--- config.mk ---
export PLATFORM = sky130hd
export DESIGN_NAME = dual_reload_timer
export DESIGN_NICKNAME = d
export VERILOG_FILES = /design/src/rtl/drt_pkg.sv /design/src/rtl/drt_counter.sv /design/src/rtl/drt_regs.sv /design/src/rtl/drt_pwm.sv /design/src/rtl/dual_reload_timer.sv
export SDC_FILE = /design/constraint.sdc
export NUM_CORES = 1
export LEC_CHECK = 0
export ABC_CLOCK_PERIOD_IN_PS = 4200
export CAP_MARGIN = 10
export CORE_MARGIN = 4
export CORE_UTILIZATION = 53
export CTS_CLUSTER_SIZE = 24
export DETAILED_ROUTE_END_ITERATION = 7
export PLACE_DENSITY = 0.81
export SYNTH_ARGS = -nofsm -noshare
export SYNTH_HDL_FRONTEND = slang
export SYNTH_SLANG_ARGS = --single-unit
--- constraint.sdc ---
create_clock -name clk -period 4.2 [get_ports clk]
set_input_delay 0.63 -clock clk [delete_from_list [all_inputs] [get_ports clk]]
set_output_delay 0.63 -clock clk [all_outputs]
set_load 0.01 [all_outputs]
--- src/rtl/drt_pkg.sv ---
package drt_pkg;
  localparam int CW = 12;
  localparam int AW = 3;

  localparam logic [AW-1:0] A_CTRL = 3'd0;
  localparam logic [AW-1:0] A_RLD1 = 3'd1;
  localparam logic [AW-1:0] A_RLD2 = 3'd2;
  localparam logic [AW-1:0] A_BRK  = 3'd3;
  localparam logic [AW-1:0] A_CNT1 = 3'd4;
  localparam logic [AW-1:0] A_CNT2 = 3'd5;

  localparam int B_RUN2  = 0;
  localparam int B_IE2   = 1;
  localparam int B_FLAG2 = 2;
  localparam int B_FRC1  = 3;
  localparam int B_FRC2  = 4;

  function automatic logic [CW-1:0] step_count(input logic [CW-1:0] cur,
                                               input logic [CW-1:0] rld);
    return (cur == {CW{1'b1}}) ? rld : cur + 1'b1;
  endfunction

  function automatic logic pwm_level(input logic [CW-1:0] cnt,
                                     input logic [CW-1:0] dut);
    return cnt < dut;
  endfunction
endpackage

--- src/rtl/drt_counter.sv ---
module drt_counter
  import drt_pkg::*;
#(
  parameter int W = CW
) (
  input  logic         clk,
  input  logic         rst_n,
  input  logic         run,
  input  logic         force_ld,
  input  logic [W-1:0] reload,
  output logic [W-1:0] count,
  output logic         wrap
);
  localparam logic [W-1:0] ALL1 = {W{1'b1}};

  assign wrap = run && !force_ld && (count == ALL1);

  always_ff @(posedge clk or negedge rst_n) begin
    if (!rst_n)        count <= '0;
    else if (force_ld) count <= ALL1;
    else if (run)      count <= (count == ALL1) ? reload : count + 1'b1;
  end

  AST_FORCE_ALL1: assert property (@(posedge clk) disable iff (!rst_n)
    force_ld |=> count == ALL1);
  AST_RELOAD_WRAP: assert property (@(posedge clk) disable iff (!rst_n)
    wrap |=> count == $past(reload));
  AST_HOLD_STOPPED: assert property (@(posedge clk) disable iff (!rst_n)
    (!run && !force_ld) |=> $stable(count));
endmodule

--- src/rtl/drt_regs.sv ---
module drt_regs
  import drt_pkg::*;
(
  input  logic          clk,
  input  logic          rst_n,
  input  logic          wr_en,
  input  logic          rd_en,
  input  logic [AW-1:0] addr,
  input  logic [CW-1:0] wdata,
  output logic [CW-1:0] rdata,
  input  logic [CW-1:0] cnt1,
  input  logic [CW-1:0] cnt2,
  input  logic          wrap1,
  input  logic          wrap2,
  output logic          force_ld1,
  output logic          force_ld2,
  output logic          run2,
  output logic          ie2,
  output logic          flag2,
  output logic [1:0]    bren,
  output logic [CW-1:0] rld1,
  output logic [CW-1:0] rld2
);
  logic frc1_q, frc2_q;
  logic ovf_seen1, ovf_seen2;
  logic ctrl_wr, ctrl_rd;

  assign ctrl_wr   = wr_en && (addr == A_CTRL);
  assign ctrl_rd   = rd_en && (addr == A_CTRL);
  assign force_ld1 = ctrl_wr && wdata[B_FRC1];
  assign force_ld2 = ctrl_wr && wdata[B_FRC2];

  always_ff @(posedge clk or negedge rst_n) begin
    if (!rst_n) begin
      run2 <= 1'b1;
      ie2  <= 1'b1;
      bren <= 2'b11;
      rld1 <= '0;
      rld2 <= '0;
    end else if (wr_en) begin
      case (addr)
        A_CTRL: begin
          run2 <= wdata[B_RUN2];
          ie2  <= wdata[B_IE2];
        end
        A_RLD1: rld1 <= wdata;
        A_RLD2: rld2 <= wdata;
        A_BRK:  bren <= wdata[1:0];
        default: ;
      endcase
    end
  end

  always_ff @(posedge clk or negedge rst_n) begin
    if (!rst_n) begin
      frc1_q    <= 1'b0;
      frc2_q    <= 1'b0;
      ovf_seen1 <= 1'b0;
      ovf_seen2 <= 1'b0;
      flag2     <= 1'b0;
    end else begin
      ovf_seen1 <= wrap1;
      ovf_seen2 <= wrap2;
      if (force_ld1)      frc1_q <= 1'b1;
      else if (ovf_seen1) frc1_q <= 1'b0;
      if (force_ld2)      frc2_q <= 1'b1;
      else if (ovf_seen2) frc2_q <= 1'b0;
      if (wrap2)          flag2 <= 1'b1;
      else if (ctrl_rd)   flag2 <= 1'b0;
    end
  end

  always_comb begin
    rdata = '0;
    case (addr)
      A_CTRL: begin
        rdata[B_RUN2]  = run2;
        rdata[B_IE2]   = ie2;
        rdata[B_FLAG2] = flag2;
        rdata[B_FRC1]  = frc1_q;
        rdata[B_FRC2]  = frc2_q;
      end
      A_RLD1: rdata = rld1;
      A_RLD2: rdata = rld2;
      A_BRK:  rdata[1:0] = bren;
      A_CNT1: rdata = cnt1;
      A_CNT2: rdata = cnt2;
      default: rdata = '0;
    endcase
  end

  AST_FORCE1_CLEARS: assert property (@(posedge clk) disable iff (!rst_n)
    (ovf_seen1 && !force_ld1) |=> !frc1_q);
  AST_FORCE2_CLEARS: assert property (@(posedge clk) disable iff (!rst_n)
    (ovf_seen2 && !force_ld2) |=> !frc2_q);
  AST_FLAG_ON_WRAP: assert property (@(posedge clk) disable iff (!rst_n)
    wrap2 |=> flag2);
  AST_FLAG_READ_CLR: assert property (@(posedge clk) disable iff (!rst_n)
    (ctrl_rd && !wrap2) |=> !flag2);
endmodule

--- src/rtl/drt_pwm.sv ---
module drt_pwm
  import drt_pkg::*;
#(
  parameter int NCH = 4
) (
  input  logic [CW-1:0]     cnt1,
  input  logic [CW-1:0]     cnt2,
  input  logic              run2,
  input  logic [NCH*CW-1:0] duty,
  input  logic              brk_in,
  input  logic [1:0]        bren,
  output logic [NCH-1:0]    pwm
);
  logic [NCH-1:0] raw, gate;

  for (genvar ch = 0; ch < NCH; ch++) begin : g_ch
    localparam bit SECOND = (ch / 2) != 0;
    logic [CW-1:0] src;
    assign src      = (SECOND && run2) ? cnt2 : cnt1;
    assign raw[ch]  = pwm_level(src, duty[ch*CW +: CW]);
    assign gate[ch] = brk_in && ((SECOND && run2) ? bren[1] : bren[0]);
    assign pwm[ch]  = raw[ch] && !gate[ch];
  end

  always_comb begin
    if (brk_in && bren[0]) AST_PAIR0_BREAK: assert (pwm[1:0] == 2'b00);
  end
endmodule

--- src/rtl/dual_reload_timer.sv ---
module dual_reload_timer
  import drt_pkg::*;
#(
  parameter int NCH = 4
) (
  input  logic              clk,
  input  logic              rst_n,
  input  logic              wr_en,
  input  logic              rd_en,
  input  logic [2:0]        addr,
  input  logic [11:0]       wdata,
  output logic [11:0]       rdata,
  input  logic [NCH*12-1:0] duty,
  input  logic              brk_in,
  output logic [NCH-1:0]    pwm,
  output logic              irq
);
  logic [CW-1:0] cnt1, cnt2, rld1, rld2;
  logic wrap1, wrap2, force_ld1, force_ld2;
  logic run2, ie2, flag2;
  logic [1:0] bren;

  drt_regs u_regs (
    .clk(clk), .rst_n(rst_n), .wr_en(wr_en), .rd_en(rd_en), .addr(addr),
    .wdata(wdata), .rdata(rdata), .cnt1(cnt1), .cnt2(cnt2),
    .wrap1(wrap1), .wrap2(wrap2), .force_ld1(force_ld1), .force_ld2(force_ld2),
    .run2(run2), .ie2(ie2), .flag2(flag2), .bren(bren), .rld1(rld1), .rld2(rld2)
  );

  drt_counter #(.W(CW)) u_cnt1 (
    .clk(clk), .rst_n(rst_n), .run(1'b1), .force_ld(force_ld1),
    .reload(rld1), .count(cnt1), .wrap(wrap1)
  );

  drt_counter #(.W(CW)) u_cnt2 (
    .clk(clk), .rst_n(rst_n), .run(run2), .force_ld(force_ld2),
    .reload(rld2), .count(cnt2), .wrap(wrap2)
  );

  drt_pwm #(.NCH(NCH)) u_pwm (
    .cnt1(cnt1), .cnt2(cnt2), .run2(run2), .duty(duty),
    .brk_in(brk_in), .bren(bren), .pwm(pwm)
  );

  assign irq = flag2 && ie2;

  AST_IRQ_NEEDS_FLAG: assert property (@(posedge clk) disable iff (!rst_n)
    $rose(irq) |-> flag2 && ie2);
endmodule

* Word level (Yosys, flattened, before mapping)
Index checks and enable logic that the tools add are counted.
** Operators by class
- Magnitude comparators :: 4
- Reductions and logical operators :: 27
- Mux-type cells :: 16
- $add $sub $neg :: 2
- Eq/ne operators :: 7
** Operators with widths (count)
- 12-bit two-way mux :: 6
- 12-bit < comparator :: 4
- 7-bit case mux with 4 select lines :: 1
- 12-bit by 1-bit adder with 12-bit output, second input constant :: 2
- 12-bit == test, second input constant :: 2
- 3-bit case mux with 5 select lines :: 1
- 1-bit logical AND :: 14
- 2-bit case mux with 6 select lines :: 1
- 2-bit AND reduction :: 4
- 2-bit nonzero test :: 4
- 1-bit two-way mux :: 7
- 3-bit by 2-bit == test with 1-bit output, second input constant :: 2
- 3-bit == test, second input constant :: 2
- 1-bit logical NOT :: 4
- 3-bit by 1-bit == test with 1-bit output, second input constant :: 1
- 3-bit logical NOT :: 1
** Word-level totals
- Bits in registers :: 57
- Input port bits :: 68
- Logic and storage cells :: 68

* Logic depth before layout (Yosys ltp)
Gate-level depths: netlist of run 1.
- Depth after elaboration :: 7
- Mapped depth :: 9

* Cells and area by module
From an unflattened synthesis of run 1, not the netlist that was laid out.
** Second synthesis, totals
- Cell total of the unflattened synthesis :: 480
- Area, all modules :: 4660.7 sq um
** By module, submodules not included
- drt_regs :: sequential area each 830.8 sq um, cells an instance 136, times used 1, area each 1821.7 sq um
- drt_counter :: sequential area each 300.3 sq um, cells an instance 84, times used 2, area each 785.8 sq um
- drt_pwm :: sequential area each 0.0 sq um, cells an instance 174, times used 1, area each 1257.5 sq um
- dual_reload_timer :: sequential area each 0.0 sq um, cells an instance 2, times used 1, area each 10.0 sq um

* Least setup slack after synthesis of run 1
OpenSTA, ideal clock, no wires.
- Kind :: reg2out
- From :: register u_regs.run2
- To :: output pwm[3]
- Data required time :: 3.570 ns
- Buffers on the path :: 2
- Path slack :: 1.055 ns
- Cell stages (with the launch flop) :: 9
- Arrival :: 2.515 ns
- Cells stage by stage :: dfstp_2 buf_2 buf_2 mux2_2 ha_1 a21o_1 a21o_1 a2111oi_0 o221a_2
** On the way
- Cells in the longest elaborated chain, start to end :: 4
- Elaborated cells on any way between the ends :: 6
** Ends and longest elaborated chain
- start, declared :: line drt_regs.sv:17 : output logic run2,
- start signal, assigned :: line drt_regs.sv:43 : run2 <= wdata[B_RUN2];
- parallel branches: the longest is 3 deep, another holds 12-bit < comparator
- 1-bit logical AND * :: line drt_pwm.sv:22 : assign pwm[ch] = raw[ch] && !gate[ch];
- end, declared :: line dual_reload_timer.sv:15 : output logic [NCH-1:0] pwm,
Every way passes the cells marked *.

* Worst setup path in the final report of run 1
Ends and elaborated chain as after synthesis.

==> reports/results.tsv, run 1 <==
stage	metric	value	unit
power	LEAKAGE	2.50	nW
floorplan	I/O pin cnt	85	
clock_network	maximum buffer depth of the clock tree	2	
synth	Most used DFF post-synth	dfrtp_1	
floorplan	die height	99.1	um
floorplan	die area	9830	um2
place	Placed Area	5330	um2
clock_network	clock-pin slew on the worst setup and hold paths	0.06	ns
power	worst vdd ir	0.370	mV
place	gp weighted congestion	0.907	
place	IO buf count	84	
setup_path	CP startpoint	u_regs.run2	
finish	fraction of layout cells with a size suffix above 1	14.7	%
setup_path	beginning of the worst register-to-register path	u_cnt1.count[0]	
timing	Slew HR	51.0	%
floorplan	DIE WIDTH	99.1	um
setup_path	Setup crit end	pwm[3]	
finish	commonest cells after routing, fill and taps aside	clkdlybuf4s50_1, dfrtp_1, inv_1	
finish	footprint of the multi-input gates	2670	um2
floorplan	row cnt	32	
synth	Synth Register Bits	57	
global_route	M2 GR Usage	42.9	%
setup_path	CP Launch Type	register	
finish	Final Net Count	672	
finish	FF+latch area	1430	um2
detailed_routing	Iter 0 DRT Violations	319	
setup_path	crit path DAT	3.34	ns
global_route	wire length of the first global-routing pass	20800	um
detailed_routing	Wirelength per Cell	19.0	um
place	dpl hpwl	9810	um
timing	slew at the pin closest to its max-slew limit	0.732	ns
worst_hold_path	HP Class	in2async	
power	total power	0.00296	W
clock_network	Num CTS Buffers	9	
detailed_routing	via count	4061	
synth	number of synthesized flops with an enable pin	0	
detailed_routing	Total Routed Length	12700	um
timing	Max Slew Vio Count	0	
timing	skew final	0.00736	ns
detailed_routing	post-route ant nets	0	
setup_path	WP data required	3.57	ns
global_route	initial antenna violation count	0	
floorplan	Initial Util	55.8	%
clock_network	Setup Fix Bufs, Post-CTS	0	
synth	Post-Synthesis Cells	474	
timing	Worst Hold Margin	0.300	ns
power	power per cell area	536	nW/um2
timing	Fin Setup TNS	0	ns
setup_path	CP Class	reg2out	
timing	crit path time final	3.97	ns
finish	fill count	615	
finish	design area	5520	um2
finish	ANT cells	0	
floorplan	core outline area	7890	um2
synth	ys async rst share	100	%
timing	final setup violation count	0	
global_route	vias in the first global route	4166	
finish	most common cell after layout, fill and taps aside	clkdlybuf4s50_1	
clock_network	CTS resizes	0	
global_route	Overflow after GRT	0	
global_route	layer carrying the most global-route usage	met2	
setup_path	worst reg-to-reg setup slack	2.19	ns
synth	Warnings, synthesis	0	
setup_path	Reg2Reg Depth	6	
timing	Final Hold Viols	0	
global_route	met1 Resource Use GR	35.1	%
synth	Synth Area per Inst	9.29	um2
clock_network	clk root buf	clkbuf_8	
global_route	largest net degree at the start of global routing	31	
status	status	complete, no violations	
clock_network	clk sinks	57	
clock_network	TritonCTS clock tree	built	
detailed_routing	post-DR vias/cell	6.11	
setup_path	Crit Path Max Fanout	19	
synth	sequential share of the synthesized area	32.5	%
synth	synth unique cells	59	
setup_path	R2R Path End	u_cnt1.count[2]	
timing	period utilization	94.4	%
run	Max Cap Viol	0	
global_route	global-route track usage on met3	4.98	%
global_route	total track usage	26.8	%
clock_network	H-tree Lvls	3	
detailed_routing	First-pass DRT Iterations	6	
detailed_routing	Remaining DRCs	0	
clock_network	# hold bufs at CTS	0	
timing	highest clock rate	0.252	GHz
synth	cell area after technology mapping	4400	um2
clock_network	worst skew pair latency	0.34	ns
setup_path	endpoint class of the critical path	output pin	
synth	Synthesized Nets	588	
timing	RSZ-0062 raised after global routing	no	
finish	Syn-to-layout area delta	25.4	%
## sequential cells by signal (all words and copies together), names as in the netlist, 2 cells and up
signal,count
u_cnt2.count,12
u_regs.rld1,12
u_regs.bren,2
u_cnt1.count,12
u_regs.rld2,12
## worst min path at each step
stage	from	to	slack (ns)	depth (start not counted)
2_1_floorplan	rst_n	u_cnt1.count[0]	0.33	0
3_5_place_dp	u_regs.ovf_seen2	u_regs.frc2_q	0.42	1
5_1_grt	rst_n	u_regs.rld1[3]	0.33	1
6_report	rst_n	u_regs.frc1_q	0.30	1
3_3_place_gp	u_regs.ovf_seen1	u_regs.frc1_q	0.41	1
4_1_cts	rst_n	u_regs.frc1_q	0.31	1
## critical path, cell delays in order, from the launching register on
cell	delay [ns]
dfstp_2	0.78
mux2_2	0.42
ha_1	0.31
a21o_1	0.16
a21o_1	0.17
a2111oi_0	0.38
o221a_2	0.25
clkdlybuf4s50_1	0.53
## Yosys cell counts, drive strengths merged (12+ instances only)
library cell / n / share of area [%]
a21oi: 21 / 2.4
nand3: 16 / 2.2
a21o: 12 / 2.0
buf: 14 / 2.0
mux2: 44 / 11
inv: 51 / 4.3
ha: 46 / 13
nand2: 29 / 2.5
o21ai: 38 / 4.4
nand4: 13 / 2.0
dfrtp: 53 / 30
nor2: 30 / 2.6
## layout make-up
| cell class | instances | share of cell area (%) |
|---|---|---|
| clock inverter | 2 | 0.181 |
| timing repair buffer | 93 | 16.4 |
| clock buffer | 14 | 3.31 |
| inverter | 51 | 3.47 |
| multi-input combinational | 346 | 48.4 |
| sequential | 57 | 25.9 |
| tap | 102 | 2.31 |
## stage by stage
stage / cells / utilization, % / setup WS [ns]
final: 665 / 70.0 / 0.234
after global routing: 665 / 70.0 / 0.0373
after CTS: 665 / 70.0 / 0.241
after detailed placement: 649 / 67.5 / 0.611
after global placement: 649 / 67.5 / 0.656
after floorplan: 474 / - / 1.05
## layer usage
layer,share of wire (%),routed length [um]
met1,43,5400
met2,46,5860
met3,7.2,916
met5,0,0
met4,3.9,490
## logic make-up after synthesis
group                    synth area share, %
AND/OR/NAND/NOR                         15.7
multiplexers                            14.7
adder cells (fa/ha/maj)                 13.1
XOR/XNOR                                1.39
flip-flops                              32.5
buffers and inverters                   6.88
AO/OA/AOI/OAI                           15.7
## power by group
group | internal, W | switching (W) | leakage, nW
Clock | 0.000277 | 0.000216 | 0.102
Sequential | 0.000736 | 0.000350 | 0.650
Combinational | 0.000713 | 0.000669 | 1.75
Note: power is estimated with default switching activity, not from simulation.
==> run 2, diff against run 1 <==
--- a/config.mk
+++ b/config.mk
@@ -7,11 +7,11 @@
 export LEC_CHECK = 0
 export ABC_CLOCK_PERIOD_IN_PS = 4200
 export CAP_MARGIN = 10
-export CORE_MARGIN = 4
 export CORE_UTILIZATION = 53
 export CTS_CLUSTER_SIZE = 24
 export DETAILED_ROUTE_END_ITERATION = 7
 export PLACE_DENSITY = 0.81
+export SLEW_MARGIN = 20
 export SYNTH_ARGS = -nofsm -noshare
 export SYNTH_HDL_FRONTEND = slang
 export SYNTH_SLANG_ARGS = --single-unit
==> run 2 against run 1 <==
Against the previous run: non-clock buffer count did not move; sequential power barely moved; cell count did not move; core utilization rose by 0.16 points; die area fell by 12%; combinational power barely moved; sequential share of layout area fell by 0.059 points; largest power group unchanged.
==> reports/results.tsv, run 2 (synthesis results as in run 1) <==
stage	metric	value	unit
detailed_routing	post-DR vias/cell	6.15	
place	dpl hpwl	9360	um
detailed_routing	First-pass DRT Iterations	7	
finish	Final Core Density	70.1	%
setup_path	Reg2Reg Depth	6	
power	LEAKAGE	2.49	nW
detailed_routing	Wirelength per Cell	18.8	um
place	IO buf count	84	
floorplan	core outline area	7890	um2
setup_path	CP Class	reg2out	
setup_path	CP Launch Type	register	
clock_network	clk root buf	clkbuf_8	
global_route	largest net degree at the start of global routing	40	
clock_network	CTS resizes	0	
floorplan	die area	8670	um2
floorplan	row cnt	32	
timing	slew at the pin closest to its max-slew limit	0.605	ns
worst_hold_path	HP Class	in2async	
global_route	Overflow after GRT	0	
finish	Final Net Count	672	
place	Placed Area	5330	um2
timing	period utilization	94.1	%
detailed_routing	via count	4087	
clock_network	worst skew pair latency	0.35	ns
finish	fraction of layout cells with a size suffix above 1	14.9	%
finish	Syn-to-layout area delta	25.7	%
clock_network	# hold bufs at CTS	0	
setup_path	endpoint class of the critical path	output pin	
finish	ANT cells	0	
setup_path	WP data required	3.57	ns
power	power per cell area	542	nW/um2
timing	Max Slew Vio Count	0	
power	worst vdd ir	0.311	mV
timing	crit path time final	3.95	ns
finish	commonest cells after routing, fill and taps aside	clkdlybuf4s50_1, dfrtp_1, inv_1	
floorplan	die height	93.1	um
detailed_routing	Remaining DRCs	0	
timing	skew final	0.00906	ns
detailed_routing	Iter 0 DRT Violations	356	
floorplan	Initial Util	55.8	%
timing	highest clock rate	0.253	GHz
timing	Fin Setup TNS	0	ns
timing	RSZ-0062 raised after global routing	no	
detailed_routing	Total Routed Length	12500	um
place	gp weighted congestion	0.921	
finish	most common cell after layout, fill and taps aside	clkdlybuf4s50_1	
status	status	complete, no violations	
clock_network	maximum buffer depth of the clock tree	2	
setup_path	Crit Path Max Fanout	19	
global_route	total track usage	30.5	%
floorplan	I/O pin cnt	85	
clock_network	Num CTS Buffers	9	
floorplan	DIE WIDTH	93.1	um
clock_network	Setup Fix Bufs, Post-CTS	0	
global_route	initial antenna violation count	0	
run	Max Cap Viol	0	
detailed_routing	post-route ant nets	0	
clock_network	TritonCTS clock tree	built	
finish	design area	5530	um2
power	total power	0.00300	W
setup_path	crit path DAT	3.32	ns
clock_network	H-tree Lvls	3	
timing	final setup violation count	0	
timing	Slew HR	59.6	%
timing	Final Hold Viols	0	
global_route	vias in the first global route	4067	
clock_network	clock-pin slew on the worst setup and hold paths	0.07	ns
global_route	wire length of the first global-routing pass	20200	um
clock_network	clk sinks	57	
[run 2: stage by stage]
| stage | hold slack, ns | setup slack (ns) | instances |
|---|---|---|---|
| final | 0.219 | 0.248 | 665 |
| after global routing | 0.243 | 0.184 | 665 |
| after CTS | 0.224 | 0.279 | 665 |
| after detailed placement | 0.421 | 0.653 | 649 |
| after global placement | 0.410 | 0.660 | 649 |
| after floorplan | 0.334 | 1.05 | 474 |
[run 2: final cells by class]
type / count / area, um2
fillers: 618 / 2360
flip-flops and latches: 57 / 1430
repair buffers: 93 / 903
multi-input cells: 346 / 2670
inverters: 51 / 191
clock inverters: 6 / 67.6
well taps: 102 / 128
clock buffers: 10 / 138
[run 2: report_power, final]
part | internal (W) | leakage [nW] | switching [W] | total [W]
Sequential | 0.000735 | 0.650 | 0.000351 | 0.00109
Clock | 0.000289 | 0.0868 | 0.000233 | 0.000523
Combinational | 0.000714 | 1.75 | 0.000678 | 0.00139
Total | 0.00174 | 2.49 | 0.00126 | 0.00300
[run 2: worst paths after layout]
check | startpoint | endpoint | slack [ns]
hold reg to reg | u_regs.ovf_seen2 | u_regs.frc2_q | 0.44
setup reg to reg | u_cnt1.count[1] | u_cnt1.count[11] | 2.19
hold / removal | rst_n | u_regs.ovf_seen1 | 0.22
max in group asynchronous | rst_n | u_regs.run2 | 3.09
min in group clk | u_regs.ovf_seen2 | u_regs.frc2_q | 0.44
setup / recovery | u_regs.run2 | pwm[3] | 0.25
[run 2: critical path, stage by stage, from the launching register on]
cell,delay [ns]
dfstp_2,0.77
mux2_2,0.41
ha_1,0.29
a21o_1,0.16
a21o_1,0.17
a2111oi_0,0.40
o221a_2,0.26
clkdlybuf4s50_1,0.52
[run 2: per-layer routing]
layer / vias to the layer above / GRT usage [%] / part of all wire (%)
met5: - / 0 / 0
met4: 0 / 10.9 / 2.3
met3: 27 / 5.28 / 8.2
met2: 216 / 49.1 / 47
met1: 1961 / 41.4 / 42
li1: 1883 / - / -
